### config.mk
export PLATFORM = sky130hd
export DESIGN_NAME = segxlat_top
export DESIGN_NICKNAME = d
export VERILOG_FILES = /design/src/rtl/segxlat_pkg.sv /design/src/rtl/segxlat_segchk.sv /design/src/rtl/segxlat_ptab.sv /design/src/rtl/segxlat_top.sv
export SDC_FILE = /design/constraint.sdc
export NUM_CORES = 1
export LEC_CHECK = 0
export BUFFER_PORTS_ARGS = -buffer_cell sky130_fd_sc_hd__buf_4
export CAP_MARGIN = 40
export CORE_MARGIN = 1.5
export CORE_UTILIZATION = 45
export CTS_CLUSTER_SIZE = 8
export DETAILED_ROUTE_END_ITERATION = 8
export HOLD_SLACK_MARGIN = 0.02
export PLACE_DENSITY = 0.74
export SLEW_MARGIN = 0
export SYNTH_ARGS = -nofsm -noshare
export SYNTH_HDL_FRONTEND = slang
export SYNTH_HIERARCHICAL = 1
export SYNTH_SLANG_ARGS = --single-unit
### constraint.sdc
create_clock -name clk -period 4.2 [get_ports clk]
set_input_delay 0.42 -clock clk [delete_from_list [all_inputs] [get_ports clk]]
set_output_delay 0.42 -clock clk [all_outputs]
set_load 0.02 [all_outputs]
### src/rtl/segxlat_pkg.sv
package segxlat_pkg;

    // Comparison width: wide enough for a 64-bit address plus carry
    localparam int CMP_W = 65;

    typedef enum logic [1:0] {
        FLT_NONE = 2'd0,
        FLT_GP   = 2'd1,
        FLT_MISS = 2'd2
    } fault_e;

    typedef struct packed {
        logic wr_ok;
        logic rd_ok;
        logic grow_down;
    } seg_attr_t;

    // Limit rule for one segment; operands zero-extended to CMP_W
    function automatic logic range_fault(
        input logic             down,
        input logic [CMP_W-1:0] base,
        input logic [CMP_W-1:0] limit,
        input logic [CMP_W-1:0] first,
        input logic [CMP_W-1:0] stop
    );
        logic wrapped;
        wrapped = limit < base;
        if (!down)
            range_fault = wrapped ? ((limit < stop) && (first < base))
                                  : (limit < stop);
        else
            range_fault = wrapped ? ((first <= limit) || (stop >= base))
                                  : ((first <= limit) && (stop >= base));
    endfunction

endpackage

### src/rtl/segxlat_segchk.sv
module segxlat_segchk
    import segxlat_pkg::*;
#(
    parameter int ADDR_W  = 32,
    parameter int SIZE_W  = 4,
    parameter int NUM_SEG = 6,
    parameter int IDX_W   = 3
) (
    input  logic [ADDR_W-1:0]         addr,
    input  logic [SIZE_W-1:0]         size,
    input  logic                      write,
    input  logic                      exec,
    input  logic [IDX_W-1:0]          idx,
    input  logic [NUM_SEG*ADDR_W-1:0] base_flat,
    input  logic [NUM_SEG*ADDR_W-1:0] limit_flat,
    input  logic [NUM_SEG-1:0]        wr_ok,
    input  logic [NUM_SEG-1:0]        rd_ok,
    input  logic [NUM_SEG-1:0]        grow_down,
    output logic                      gp
);

    logic [CMP_W-1:0] a_x, end_x, b_x, l_x;
    seg_attr_t        attr;
    logic             idx_ok;
    logic             perm_bad;

    always_comb begin
        b_x    = '0;
        l_x    = '0;
        attr   = '0;
        idx_ok = 1'b0;
        for (int s = 0; s < NUM_SEG; s++) begin
            if (IDX_W'(s) == idx) begin
                idx_ok         = 1'b1;
                b_x            = CMP_W'(base_flat[s*ADDR_W +: ADDR_W]);
                l_x            = CMP_W'(limit_flat[s*ADDR_W +: ADDR_W]);
                attr.wr_ok     = wr_ok[s];
                attr.rd_ok     = rd_ok[s];
                attr.grow_down = grow_down[s];
            end
        end
        a_x      = CMP_W'(addr);
        end_x    = a_x + CMP_W'(size);
        perm_bad = (write && !attr.wr_ok) || (!write && !exec && !attr.rd_ok);
        gp       = !idx_ok || perm_bad ||
                   range_fault(attr.grow_down, b_x, l_x, a_x, end_x);
    end

endmodule

### src/rtl/segxlat_ptab.sv
module segxlat_ptab #(
    parameter int ENTRIES = 8,
    parameter int VPN_W   = 20,
    parameter int PFN_W   = 20
) (
    input  logic             clk,
    input  logic             rst,
    input  logic             wr_en,
    input  logic [VPN_W-1:0] wr_vpn,
    input  logic [PFN_W-1:0] wr_pfn,
    input  logic             inv_en,
    input  logic [VPN_W-1:0] inv_vpn,
    input  logic [VPN_W-1:0] look_vpn,
    output logic             hit,
    output logic [PFN_W-1:0] pfn
);

    localparam int PTR_W = (ENTRIES > 1) ? $clog2(ENTRIES) : 1;

    logic [ENTRIES-1:0] vld;
    logic [VPN_W-1:0]   tag [ENTRIES];
    logic [PFN_W-1:0]   frm [ENTRIES];
    logic [PTR_W-1:0]   ptr;
    logic [ENTRIES-1:0] look_m, wr_m, inv_m, wr_sel;
    logic               wr_present;

    for (genvar g = 0; g < ENTRIES; g++) begin : g_match
        assign look_m[g] = vld[g] && (tag[g] == look_vpn);
        assign wr_m[g]   = vld[g] && (tag[g] == wr_vpn);
        assign inv_m[g]  = vld[g] && (tag[g] == inv_vpn);
    end

    assign wr_present = |wr_m;

    always_comb begin
        for (int e = 0; e < ENTRIES; e++)
            wr_sel[e] = wr_en && (wr_present ? wr_m[e] : (ptr == PTR_W'(e)));
    end

    always_comb begin
        pfn = '0;
        for (int e = 0; e < ENTRIES; e++)
            if (look_m[e]) pfn = pfn | frm[e];
    end
    assign hit = |look_m;

    // Valid bits: flush first, write after so a write wins on the same page
    always_ff @(posedge clk) begin
        if (rst) begin
            vld <= '0;
            ptr <= '0;
        end else begin
            for (int e = 0; e < ENTRIES; e++) begin
                if (inv_en && inv_m[e]) vld[e] <= 1'b0;
                if (wr_sel[e])          vld[e] <= 1'b1;
            end
            if (wr_en && !wr_present)
                ptr <= (ptr == PTR_W'(ENTRIES-1)) ? '0 : ptr + 1'b1;
        end
    end

    always_ff @(posedge clk) begin
        for (int e = 0; e < ENTRIES; e++) begin
            if (wr_sel[e]) begin
                tag[e] <= wr_vpn;
                frm[e] <= wr_pfn;
            end
        end
    end

    // in-place update keeps every page in at most one slot
    p_single_hit_r11: assert property (@(posedge clk) disable iff (rst)
        $onehot0(look_m));

    // without a flush the number of live entries never drops
    p_flush_only_shrinks_r12: assert property (@(posedge clk) disable iff (rst)
        !inv_en |=> ($countones(vld) >= $past($countones(vld))));

endmodule

### src/rtl/segxlat_top.sv
module segxlat_top
    import segxlat_pkg::*;
#(
    parameter int ADDR_W    = 32,
    parameter int SIZE_W    = 4,
    parameter int NUM_SEG   = 6,
    parameter int IDX_W     = $clog2(NUM_SEG + 1),
    parameter int ENTRIES   = 8,
    parameter int PAGE_BITS = 12
) (
    input  logic                          clk,
    input  logic                          rst,
    input  logic                          req_valid,
    input  logic [ADDR_W-1:0]             req_addr,
    input  logic [SIZE_W-1:0]             req_size,
    input  logic                          req_write,
    input  logic                          req_exec,
    input  logic [IDX_W-1:0]              req_seg,
    input  logic                          prot_en,
    input  logic                          paging_en,
    input  logic                          long_act,
    input  logic                          cs_long,
    input  logic [NUM_SEG*ADDR_W-1:0]     seg_base,
    input  logic [NUM_SEG*ADDR_W-1:0]     seg_limit,
    input  logic [NUM_SEG-1:0]            seg_wr_ok,
    input  logic [NUM_SEG-1:0]            seg_rd_ok,
    input  logic [NUM_SEG-1:0]            seg_grow_down,
    input  logic                          tbl_wr_en,
    input  logic [ADDR_W-PAGE_BITS-1:0]   tbl_wr_vpn,
    input  logic [ADDR_W-PAGE_BITS-1:0]   tbl_wr_pfn,
    input  logic                          tbl_inv_en,
    input  logic [ADDR_W-PAGE_BITS-1:0]   tbl_inv_vpn,
    output logic                          rsp_valid,
    output logic [1:0]                    rsp_fault,
    output logic [ADDR_W-1:0]             rsp_paddr
);

    localparam int VPN_W = ADDR_W - PAGE_BITS;

    logic              seg_gp, chk_on, tab_hit;
    logic [VPN_W-1:0]  tab_pfn;
    fault_e            nxt_flt, flt_q;
    logic [ADDR_W-1:0] nxt_pa, pa_q;
    logic              vld_q;

    segxlat_segchk #(
        .ADDR_W (ADDR_W),
        .SIZE_W (SIZE_W),
        .NUM_SEG(NUM_SEG),
        .IDX_W  (IDX_W)
    ) u_segchk (
        .addr      (req_addr),
        .size      (req_size),
        .write     (req_write),
        .exec      (req_exec),
        .idx       (req_seg),
        .base_flat (seg_base),
        .limit_flat(seg_limit),
        .wr_ok     (seg_wr_ok),
        .rd_ok     (seg_rd_ok),
        .grow_down (seg_grow_down),
        .gp        (seg_gp)
    );

    segxlat_ptab #(
        .ENTRIES(ENTRIES),
        .VPN_W  (VPN_W),
        .PFN_W  (VPN_W)
    ) u_ptab (
        .clk     (clk),
        .rst     (rst),
        .wr_en   (tbl_wr_en),
        .wr_vpn  (tbl_wr_vpn),
        .wr_pfn  (tbl_wr_pfn),
        .inv_en  (tbl_inv_en),
        .inv_vpn (tbl_inv_vpn),
        .look_vpn(req_addr[ADDR_W-1:PAGE_BITS]),
        .hit     (tab_hit),
        .pfn     (tab_pfn)
    );

    assign chk_on = prot_en && !(long_act && cs_long);

    always_comb begin
        nxt_flt = FLT_NONE;
        nxt_pa  = req_addr;
        if (prot_en) begin
            if (chk_on && seg_gp) begin
                nxt_flt = FLT_GP;
                nxt_pa  = '0;
            end else if (paging_en) begin
                if (tab_hit) begin
                    nxt_pa = {tab_pfn, req_addr[PAGE_BITS-1:0]};
                end else begin
                    nxt_flt = FLT_MISS;
                    nxt_pa  = '0;
                end
            end
        end
    end

    always_ff @(posedge clk) begin
        if (rst) begin
            vld_q <= 1'b0;
            flt_q <= FLT_NONE;
            pa_q  <= '0;
        end else begin
            vld_q <= req_valid;
            if (req_valid) begin
                flt_q <= nxt_flt;
                pa_q  <= nxt_pa;
            end
        end
    end

    assign rsp_valid = vld_q;
    assign rsp_fault = flt_q;
    assign rsp_paddr = pa_q;

    // one response per request, one cycle later
    p_rsp_follows_req_r1: assert property (@(posedge clk) disable iff (rst)
        req_valid |=> rsp_valid);
    p_no_spurious_rsp_r1: assert property (@(posedge clk) disable iff (rst)
        !req_valid |=> !rsp_valid);
    p_fault_zero_addr_r1: assert property (@(posedge clk) disable iff (rst)
        (rsp_valid && rsp_fault != 2'd0) |-> (rsp_paddr == '0));

    // real mode passes the address untouched
    p_real_pass_r2: assert property (@(posedge clk) disable iff (rst)
        (req_valid && !prot_en) |=>
            (rsp_fault == 2'd0 && rsp_paddr == $past(req_addr)));

    // long-mode bypass never yields a protection fault
    p_bypass_no_gp_r3: assert property (@(posedge clk) disable iff (rst)
        (req_valid && prot_en && long_act && cs_long) |=> (rsp_fault != 2'd1));

endmodule

# After elaboration in Yosys (flattened, before gate mapping)
# Memory sizes are Yosys's and may differ from the RTL's.
# Cells that the tools add are included.
[word_totals]
latch_bits = 0
output_inout_bits = 35
romBits = 0
reg_bits = 46
inputBits = 512
mem_count = 2
mem_bits_rw = 320
elab_cells = 220
[memory_table]
columns = ["memory", "depth", "word_bits", "rd", "rd_ports_with_merged_regs", "write_ports", "line", "text"]
rows = [
  ["u_ptab.frm", 8, 20, 8, 0, 8, "segxlat_ptab.sv:22", "logic [PFN_W-1:0] frm [ENTRIES];"],
  ["u_ptab.tag", 8, 20, 8, 0, 8, "segxlat_ptab.sv:21", "logic [VPN_W-1:0] tag [ENTRIES];"],
]
[op_classes]
n_reduce_logical = 72
shift = 0
muxes = 84
eq_ne = 36
n_mul = 0
div_mod_pow = 0
magnitude_cmp = 5
n_addsub = 2
n_bitwise = 7
[ops]
columns = ["cell", "count"]
rows = [
  ["32-bit two-way mux", 16],
  ["20-bit equality test", 24],
  ["20-bit two-way mux", 8],
  ["20-bit bitwise OR", 7],
  ["65-bit by 32-bit greater-or-equal comparator with 1-bit output", 1],
  ["32-bit by 65-bit less-than comparator with 1-bit output", 1],
  ["32-bit less-than comparator", 2],
  ["1-bit logical AND", 49],
  ["1-bit two-way mux", 49],
  ["32-bit by 4-bit adder with 33-bit output", 1],
  ["32-bit <= comparator", 1],
  ["3-bit two-way mux", 7],
  ["2-bit nonzero test", 8],
  ["8-bit OR reduction", 2],
  ["3-bit equality test, second input constant", 4],
  ["2-bit two-way mux", 4],
  ["1-bit logical NOT", 7],
  ["2-bit by 3-bit equality test with 1-bit output, first input constant", 2],
  ["3-bit by 2-bit equality test with 1-bit output, second input constant", 2],
  ["3-bit equality test, first input constant", 2],
  ["3-bit logical NOT", 2],
  ["1-bit logical OR", 4],
  ["3-bit by 1-bit adder with 3-bit output, second input constant", 1],
  ["1-bit by 3-bit equality test with 1-bit output, first input constant", 1],
  ["3-bit by 1-bit equality test with 1-bit output, second input constant", 1],
]

# Logic depth before layout (Yosys ltp)
# Gate-level depths: netlist of run 1.
# An unclocked memory read counts as a cell.
[depth]
depth_word = 22
mapped_depth = 21

# By module
# The synthesis of run 1 kept the hierarchy.
[modules_own_cells]
columns = ["mod", "n_inst", "cells_per_inst", "area_each_um2"]
rows = [
  ["segxlat_ptab", 1, 1265, 16888.7],
  ["segxlat_segchk", 1, 948, 7285.7],
  ["segxlat_top", 1, 155, 1421.4],
]

# Worst setup path before layout of run 1
# No wires, ideal clock.
[synth_path]
path_type = "input -> register"
startpoint = "input port req_addr[0]"
endpoint = "register pa_q[10], in the netlist rsp_paddr[10]"
stages = 20
slack_ps = -198
arrival_ps = 4339
t_required_ps = 4141
path_cell_list = "ha_1 fa_1 a21o_1 a21oi_1 nor4_4 and2_1 and3_1 xor2_1 ha_1 and4_1 and4b_1 nand3_1 o211ai_1 a211oi_1 maj3_2 o221ai_2 and2_1 a211oi_4 buf_6 a22o_1"
[synth_between]
elab_chain_cells = 9
elab_cells_between_ends = 15
classes_between = "add/sub (1); order compare (4); mux (5); reduce/logical (5)"
[synth_rtl]
columns = ["item", "line", "text"]
rows = [
  ["start, declared", "segxlat_top.sv:14", "input logic [ADDR_W-1:0] req_addr,"],
  ["32-bit by 4-bit adder with 33-bit output", "segxlat_segchk.sv:43", "end_x = a_x + CMP_W'(size);"],
  ["32-bit by 65-bit less-than comparator with 1-bit output / 65-bit by 32-bit greater-or-equal comparator with 1-bit output (equally long branches)", "-", ""],
  ["1-bit logical AND (tied with other cells)", "segxlat_pkg.sv:29", "range_fault = wrapped ? ((limit < stop) && (first < base))"],
  ["1-bit two-way mux, on equally long branches", "segxlat_pkg.sv:29, segxlat_pkg.sv:32", ""],
  ["1-bit two-way mux (*)", "segxlat_pkg.sv:28", "if (!down)"],
  ["1-bit logical OR (*)", "segxlat_segchk.sv:45", "gp = !idx_ok || perm_bad ||"],
  ["named net seg_gp", "segxlat_top.sv:40", "logic seg_gp, chk_on, tab_hit;"],
  ["1-bit logical AND (*)", "segxlat_top.sv:88", "if (chk_on && seg_gp) begin"],
  ["32-bit two-way mux (*)", "segxlat_top.sv:88", ""],
  ["32-bit two-way mux (*)", "segxlat_top.sv:87", "if (prot_en) begin"],
  ["end signal, assigned", "segxlat_top.sv:111", "pa_q <= nxt_pa;"],
  ["end, declared", "segxlat_top.sv:43", "logic [ADDR_W-1:0] nxt_pa, pa_q;"],
]
# Mark *: on every way through the listed nets, which the timed path passes. The rest lies on a longest branch.
# A chain may end at the register's enable or synchronous reset.

# Final worst setup path of run 1
[layout_path]
startpoint = "input port req_seg[1]"
endpoint = "register pa_q[5], in the netlist rsp_paddr[5]"
[layout_between]
elab_chain_cells = 15
elab_cells_between_ends = 52
classes_between = "order compare (5); eq/ne (5); mux (29); reduce/logical (13)"
[layout_rtl]
columns = ["item", "line", "text"]
rows = [
  ["start, declared", "segxlat_top.sv:18", "input logic [IDX_W-1:0] req_seg,"],
  ["3-bit logical NOT", "segxlat_segchk.sv:33", "if (IDX_W'(s) == idx) begin"],
  ["32-bit two-way mux / 3-bit two-way mux (equally long branches) (6 in a row)", "segxlat_segchk.sv:33", ""],
  ["32-bit by 65-bit less-than comparator with 1-bit output (tied with other cells)", "segxlat_pkg.sv:29, segxlat_pkg.sv:30", ""],
  ["1-bit logical AND (tied with other cells)", "segxlat_pkg.sv:29", ""],
  ["1-bit two-way mux (tied with other cells)", "segxlat_pkg.sv:29", ""],
  ["1-bit two-way mux / 1-bit logical OR (equally long branches)", "segxlat_pkg.sv:28, segxlat_segchk.sv:45", ""],
  ["1-bit logical OR (*)", "segxlat_segchk.sv:45", ""],
  ["named net seg_gp", "segxlat_top.sv:40", ""],
  ["1-bit logical AND (*)", "segxlat_top.sv:88", ""],
  ["32-bit two-way mux (*)", "segxlat_top.sv:88", ""],
  ["32-bit two-way mux (*)", "segxlat_top.sv:87", ""],
]
# Marks and branches as above.

==> impl_results.md, run 1 <==
* Post-Synthesis Cells at about 2.4k
* DP Area at 32500 um2
* CP Capture Point: rsp_paddr[5]
* Largest net degree at the start of global routing at 41
* Mapped Nets at 3048
* Pwr Total at 10.8 mW
* Fraction of registers with async set/reset at 0
* Hold depth at 1
* Post-Synthesis Mean Instance Area at 10.8 um2
* Synthesized area at about 26000 um2
* Die width at 241 um
* Via density per instance at ~6.3
* Skew final at 0.0365 ns
* H-tree levels at 2
* Crit Reg-Reg Startpoint: u_ptab/tag[1][16]
* Yosys cell types at 70
* Hold bufs inserted after CTS at 0
* Worst setup path start: req_seg[1]
* CP required at 4.67 ns
* Max VDD drop at roughly 0.00038 V
* # IOs at 547
* Final instance area at 34100 um2
* Crit-path cells: buf_4, nor2_4, buf_4, buf_12, buf_4, nand2_1, o21ai_0, a222oi_1, buf_4, ha_1, a21o_1, a21o_1, a221oi_1, o211ai_1, a21o_1, maj3_2, o221ai_4, and2_4, a211oi_4, buf_12, a22o_1
* Clock Path Buffers at 3
* Buf+Inv Stages, Crit Path at 6
* Max Cap Violations at 0
* Worst-Margin Slew at 0.949 ns
* Crit share post-route at 0.985
* Cell depth of the worst setup path at 21
* Worst-case reg-to-reg path depth at 9
* Total GRT Usage at 0.446
* CP Class: in -> reg
* Final slew viol count at 0
* CP Capture Type: flop
* Util after Layout at 0.606
* Initial antenna violation count at 37
* Sequential share of power at 0.386
* Rows at 87
* DR vias at about 25k
* Final HPWL DP at 99.6 mm
* Crit path time final at between 4 and 5 ns
* Max incr delay on CP at 0.57 ns
* CP startpoint kind: primary input
* Most frequent cells in the layout: buf_4, edfxtp_1, xor2_1
* Die span in y at 241 um
* Main combinational cell family by area after synthesis: XOR/XNOR gates
* Status: finished clean
* WL/cell at about 34 um
* Gate power share at 0.262
* CTS tree: done
* Number of routed nets with antenna violations at 0
* Final Hold Fails at 0
* CTS buffer count at 51
* Nets at 3811
* Sequential area share after synthesis at 0.411
* WP data arrival at between 4 and 5 ns
* Post-Synth XOR/XNOR Area at 0.175
* Share of cells above drive strength 1 at 0.313
* Gpl congestion at 1.04
* Final wirelength at 133 mm
* Rel. slew slack at 0.362
* Skew-Pair Late Insertion Delay at 0.60 ns
* Adder-cell share of the synthesized area at 0.0829
* Mux contribution to synthesized area at 0.0549
* Internal power at about 7.6 mW
* Primary FF master, synth: edfxtp_1
* Port bufs at 546
* Filler cell count at 4661
* Net switching power figure at 3.22 mW
* Final setup violation count at 0
* Vias in the first global route at between 20k and 25k
* Crit path max fanout at 14
* Critical R2R Capture: u_ptab/frm[0][67]
* CTS Sinks at ~370
* Synth Area in Compound Gates at 0.115
* Initial Util at 0.455
* Core Footprint at 56300 um2
* Crit path max-delay cell type: a222oi_1
* Yosys reg bits at roughly 370
* Most frequent CP cell: buf_4
* Area growth syn-to-layout at 33.3%
* GRT overflow at 0
* Synth Area in Simple Gates at 0.122
* Fmax at between 200 and 250 MHz
* Leakage at 14.0 nW
* Die footprint at slightly below 60000 um2
* Most common cell after layout, fill and taps aside: buf_4
* YS warnings at 6
* HP Class: in -> reg
* Drc violations at 0
* Top Family by Delay on Critical Path: compound AO/OA/AOI/OAI gates
* First-pass GRT wire length at 179 mm
* Dpl cells at 3829
* Clk root buf: clkbuf_16
* Switching share of power at 0.299
* Final cell count without fillers at roughly 3.9k
* Pre-Repair DR Iteration Count at 8
* Reg-to-reg slack, setup at 0.57 ns
* Number of enable flip-flop cells after synthesis at 320
* Power Dens Cells at about 320 nW/um2
* Initial DRC count at 2623
* Clock transition at path regs at 0.05 ns
* Clock power frac at 0.352
-- synthesized netlist by cell type (4+ instances only) --
| cell | count | area (um2) |
|---|---|---|
| nand3_1 | 71 | 355 |
| nor4_1 | 92 | 576 |
| and3_1 | 10 | 62.6 |
| inv_1 | 77 | 289 |
| a21o_1 | 12 | 90.1 |
| buf_6 | 8 | 90.1 |
| nand4_1 | 85 | 532 |
| clkbuf_1 | 59 | 221 |
| mux2i_1 | 65 | 651 |
| nor2b_1 | 9 | 56.3 |
| or4_1 | 4 | 30.0 |
| o221ai_1 | 4 | 35.0 |
| a222oi_1 | 18 | 180 |
| buf_4 | 17 | 128 |
| o21ai_1 | 22 | 110 |
| a221oi_1 | 24 | 210 |
| mux4_2 | 33 | 743 |
| o21a_1 | 7 | 52.6 |
| o21ai_0 | 57 | 285 |
| edfxtp_1 | 320 | 9610 |
| a21oi_1 | 118 | 591 |
| ha_1 | 167 | 2090 |
| a22oi_1 | 57 | 428 |
| a22o_1 | 50 | 438 |
| buf_2 | 46 | 230 |
| nor4b_1 | 4 | 35.0 |
| nor2_1 | 105 | 394 |
| nor3_1 | 22 | 110 |
| buf_1 | 10 | 37.5 |
| a31oi_1 | 10 | 62.6 |
| nand2b_1 | 10 | 62.6 |
| xor2_1 | 303 | 2650 |
| and2_1 | 4 | 25.0 |
| and4_1 | 35 | 307 |
| o211ai_1 | 8 | 60.1 |
| nand2_1 | 101 | 379 |
| dfxtp_1 | 46 | 921 |
| a211oi_1 | 23 | 173 |
| xnor2_1 | 208 | 1820 |
-- cell type report --
class | count | area (um2) | area share
clock inverter | 3 | 90.1 | 0.00264
sequential | 366 | 10500 | 0.309
multi-input combinational | 1784 | 14300 | 0.418
tap | 756 | 946 | 0.0277
antenna | 15 | 37.5 | 0.00110
timing repair buffer | 850 | 6590 | 0.193
clock buffer | 74 | 1370 | 0.0402
inverter | 78 | 293 | 0.00858
-- flip-flops by register name (all words and copies together) (netlist names) --
register	count
rsp_fault	2
rsp_paddr	32
rsp_valid	1
u_ptab/frm	160
u_ptab/ptr	3
u_ptab/tag	160
u_ptab/vld	8
-- power by group through the flow --
| stage | combinational, mW | sequential (mW) | clock [mW] |
|---|---|---|---|
| CTS | 2.69 | 4.16 | 3.82 |
| detailed placement | 2.67 | 4.22 | 0 |
| finish | 2.83 | 4.16 | 3.79 |
| floorplan | 1.21 | 4.22 | 0 |
| global placement | 2.64 | 4.22 | 0 |
| global route | 2.95 | 4.16 | 3.97 |
-- worst min path at each step --
stage | from | endpoint | slack, ns
final | tbl_wr_pfn[18] | u_ptab/frm[1][58] | 0.06
after detailed placement | rsp_paddr[28] | rsp_paddr[28] | 0.45
after floorplan | u_ptab/vld[6] | u_ptab/vld[6] | 0.48
after CTS | tbl_wr_pfn[0] | u_ptab/frm[0][60] | 0.04
after global placement | rsp_paddr[30] | rsp_paddr[30] | 0.44
after global routing | tbl_wr_pfn[18] | u_ptab/frm[0][58] | 0.04
-- metrics by stage --
step / setup TNS (ns) / hold WS [ns] / setup WS [ns]
2_1_floorplan: 0 / 0.481 / 0.0116
3_3_place_gp: -22.55 / 0.440 / -0.722
3_5_place_dp: -24.00 / 0.447 / -0.793
4_1_cts: 0 / 0.0402 / 0.0187
5_1_grt: -0.111 / 0.0444 / -0.0177
6_report: 0 / 0.0581 / 0.0613
-- per-layer routing --
layer / track usage / wire [um]
met1: 0.531 / 48000
met2: 0.652 / 56300
met3: 0.179 / 17400
met4: 0.325 / 11000
met5: 0 / 266
-- kinds of logic after synthesis --
kind of cell,Yosys count
fa+ha+maj,169
buf+inv,218
compound gates,435
mux,99
simple gates,570
xor+xnor,511
flops,366
-- what timing repair did --
item                       in CTS  in global routing
buffers inserted                0                  5
pin swaps                       2                 14
gates resized for setup         6                 17
hold endpoints to repair        0                  0
setup endpoints to repair      33                 33
Note: power is estimated with default switching activity, not from simulation.
==> run 2: changes to the inputs <==
--- a/config.mk
+++ b/config.mk
@@ -13,6 +13,7 @@
 export DETAILED_ROUTE_END_ITERATION = 8
 export HOLD_SLACK_MARGIN = 0.02
 export PLACE_DENSITY = 0.74
+export SETUP_SLACK_MARGIN = 0.1
 export SLEW_MARGIN = 0
 export SYNTH_ARGS = -nofsm -noshare
 export SYNTH_HDL_FRONTEND = slang
==> impl_results.md, run 2 (synthesis gave the netlist of run 1 again) <==
* Nets at 3797 (-0.37%)
* GRT overflow at 0 (unchanged)
* Critical R2R Capture: u_ptab/frm[0][27]
* Die span in y at 241 um (unchanged)
* Util after Layout at 0.608 (+0.00182)
* Worst-Margin Slew at 0.923 ns (-0.0255 ns)
* Most frequent cells in the layout: buf_4, edfxtp_1, xor2_1
* Vias in the first global route at 23.8k (-1.2%)
* CTS buffer count at 51 (unchanged)
* Final slew viol count at 0 (unchanged)
* Hold_sp: tbl_wr_pfn[8]
* Power Dens Cells at 314 nW/um2 (-0.50%)
* Max Cap Violations at 0 (unchanged)
* # IOs at 547 (unchanged)
* Gpl congestion at 1.05 (+0.89%)
* Share of cells above drive strength 1 at 0.317 (+0.00352)
* Clock Path Buffers at 3 (unchanged)
* Crit path max fanout at 7 (-7)
* WP data arrival at 4.67 ns (+0.06 ns)
* Area growth syn-to-layout at 33.7%
* Most common cell after layout, fill and taps aside: buf_4
* Skew-Pair Late Insertion Delay at 0.60 ns (about the same)
* Final setup violation count at 3 (+3)
* H-tree levels at 2 (unchanged)
* Hold depth at 1 (unchanged)
* Crit Reg-Reg Startpoint: u_ptab/tag[0][65]
* Filler cell count at 4617 (-0.94%)
* Worst-case reg-to-reg path depth at 9 (unchanged)
* Rows at 87 (unchanged)
* Final wirelength at 132 mm (-1.1%)
* Crit-path cells: buf_8, ha_4, fa_2, a21o_1, a21oi_4, nor4_4, buf_12, and2_4, and4_4, xor2_2, ha_1, and4_1, and4b_1, buf_4, nand2_2, a31oi_1, a211oi_2, maj3_2, o221ai_4, and2_4, a211oi_4, buf_6, buf_12, a22o_1
* Rel. slew slack at 0.384 (+0.0228)
* Initial antenna violation count at 37 (unchanged)
* Worst setup path start: req_addr[0]
* Hold bufs inserted after CTS at 0 (unchanged)
* Pre-Repair DR Iteration Count at 5 (-3)
* Final HPWL DP at 97.9 mm (-1.7%)
* Hold WS at 0.0536 ns (-0.00452 ns)
* Status: complete, but fails checks
* Die footprint at 58300 um2 (unchanged)
* Crit path time final at 4.21 ns (+0.0741 ns)
* Initial Util at 0.455 (unchanged)
* Fmax at 237 MHz (-1.8%)
* First-pass GRT wire length at 176 mm (-1.6%)
* Port bufs at 546 (unchanged)
* CP Class: in -> reg
* Reg-to-reg slack, setup at 0.84 ns (+0.27 ns)
* DR vias at 24.7k (+0.28%)
* Max incr delay on CP at 0.39 ns (-0.18 ns)
* Dpl ws at -0.639 ns (+0.154 ns)
* Unrepaired setup endpoints after global routing: true
* Drc violations at 0 (unchanged)
* Number of routed nets with antenna violations at 0 (unchanged)
* WL/cell at 33.6 um (-0.96%)
* Total GRT Usage at 0.439 (-0.00729)
* WHS Endpoint: u_ptab/frm[1][8]
* Largest net degree at the start of global routing at 41 (unchanged)
* Multi-input logic area at 14400 um2 (+1.1%)
* Failing checks: setup timing
* Max VDD drop at 0.000321 V (-16%)
* Final Hold Fails at 0 (unchanged)
* Initial DRC count at 2944 (+12%)
* Core Footprint at 56300 um2 (unchanged)
* Leakage at 14.0 nW (-0.11%)
* Crit path max-delay cell type: fa_2
* Via density per instance at 6.30 (+0.43%)
* Clock transition at path regs at 0.05 ns (about the same)
* CP required at 4.66 ns (about the same)
* CTS tree: done
* CP Capture Type: flop
* Final setup margin at -0.0128 ns (-0.0741 ns)
* CTS Sinks at 366 (unchanged)
* Skew final at 0.0453 ns (+0.00875 ns)
* Crit share post-route at 1.00 (+0.0177)
* HP Class: in -> reg
* Die width at 241 um (unchanged)
* CP startpoint kind: primary input
* Reg area at 10500 um2 (unchanged)
* Clk root buf: clkbuf_16
==> run 2: cell types whose count changed in the layout (fill, tap and decap cells not counted), moves of 2 or more <==
| cell | previous run | this run |
|---|---|---|
| xnor2_2 | 0 | 2 |
| xor2_2 | 3 | 6 |
| xor2_1 | 300 | 296 |
| ha_1 | 166 | 164 |
| buf_4 | 830 | 813 |
| xnor2_1 | 208 | 206 |
| diode_2 | 15 | 22 |
| ha_4 | 0 | 3 |
| clkbuf_1 | 22 | 24 |
| o21ai_2 | 0 | 8 |
| o21ai_1 | 23 | 15 |
==> run 2: area by class of cell <==
type,count,share of cell area
Multi-Input combinational cell,1784,0.421
Sequential cell,366,0.308
Timing Repair Buffer,836,0.191
Clock inverter,3,0.00263
Clock buffer,75,0.0399
Antenna cell,22,0.00161
Inverter,78,0.00856
Tap cell,756,0.0276
==> run 2: metrics by stage <==
step	total power, mW	instances	TNS, ns	area (um2)
6_report	10.8	3920	-0.0168	34200
4_1_cts	10.6	3892	0	33900
3_5_place_dp	6.87	3811	-19.85	32300
5_1_grt	11.1	3911	-2.70	34200
3_3_place_gp	6.82	3810	-17.90	32300
2_1_floorplan	5.43	2368	0	25600
==> run 2: critical path: cells and delay by family <==
family / cells / cell delay [ns]
xor+xnor: 1 / 0.15
simple gates: 7 / 1.13
fa+ha+maj: 4 / 1.18
compound gates: 7 / 1.14
buf+inv: 5 / 0.65
==> run 2: timing repair <==
item,CTS,global route
setup endpoints to repair,31,34
resized for setup,11,38
buffers inserted,4,6
pin swaps,3,31
cloned,1,0
==> run 2: how the worst max path moves through the flow <==
stage	endpoint	slack [ns]	depth (start not counted)
detailed placement	rsp_paddr[0]	-0.64	22
global placement	rsp_paddr[29]	-0.55	21
floorplan	rsp_paddr[10]	0.12	20
CTS	rsp_paddr[24]	0.09	23
finish	rsp_paddr[0]	-0.01	24
global route	rsp_paddr[20]	-0.14	23
==> run 2: power by group <==
part           switching, mW  internal [mW]  leakage [nW]
Combinational           1.58           1.25          9.98
Clock                   1.54           2.23         0.691
Sequential            0.0830           4.07          3.28
Total                   3.20           7.55          14.0
==> run 2: metal layers <==
metal,share of wire,global-route usage
met4,0.079,0.312
met2,0.43,0.645
met5,0.0024,0.0168
met1,0.36,0.516
met3,0.14,0.183
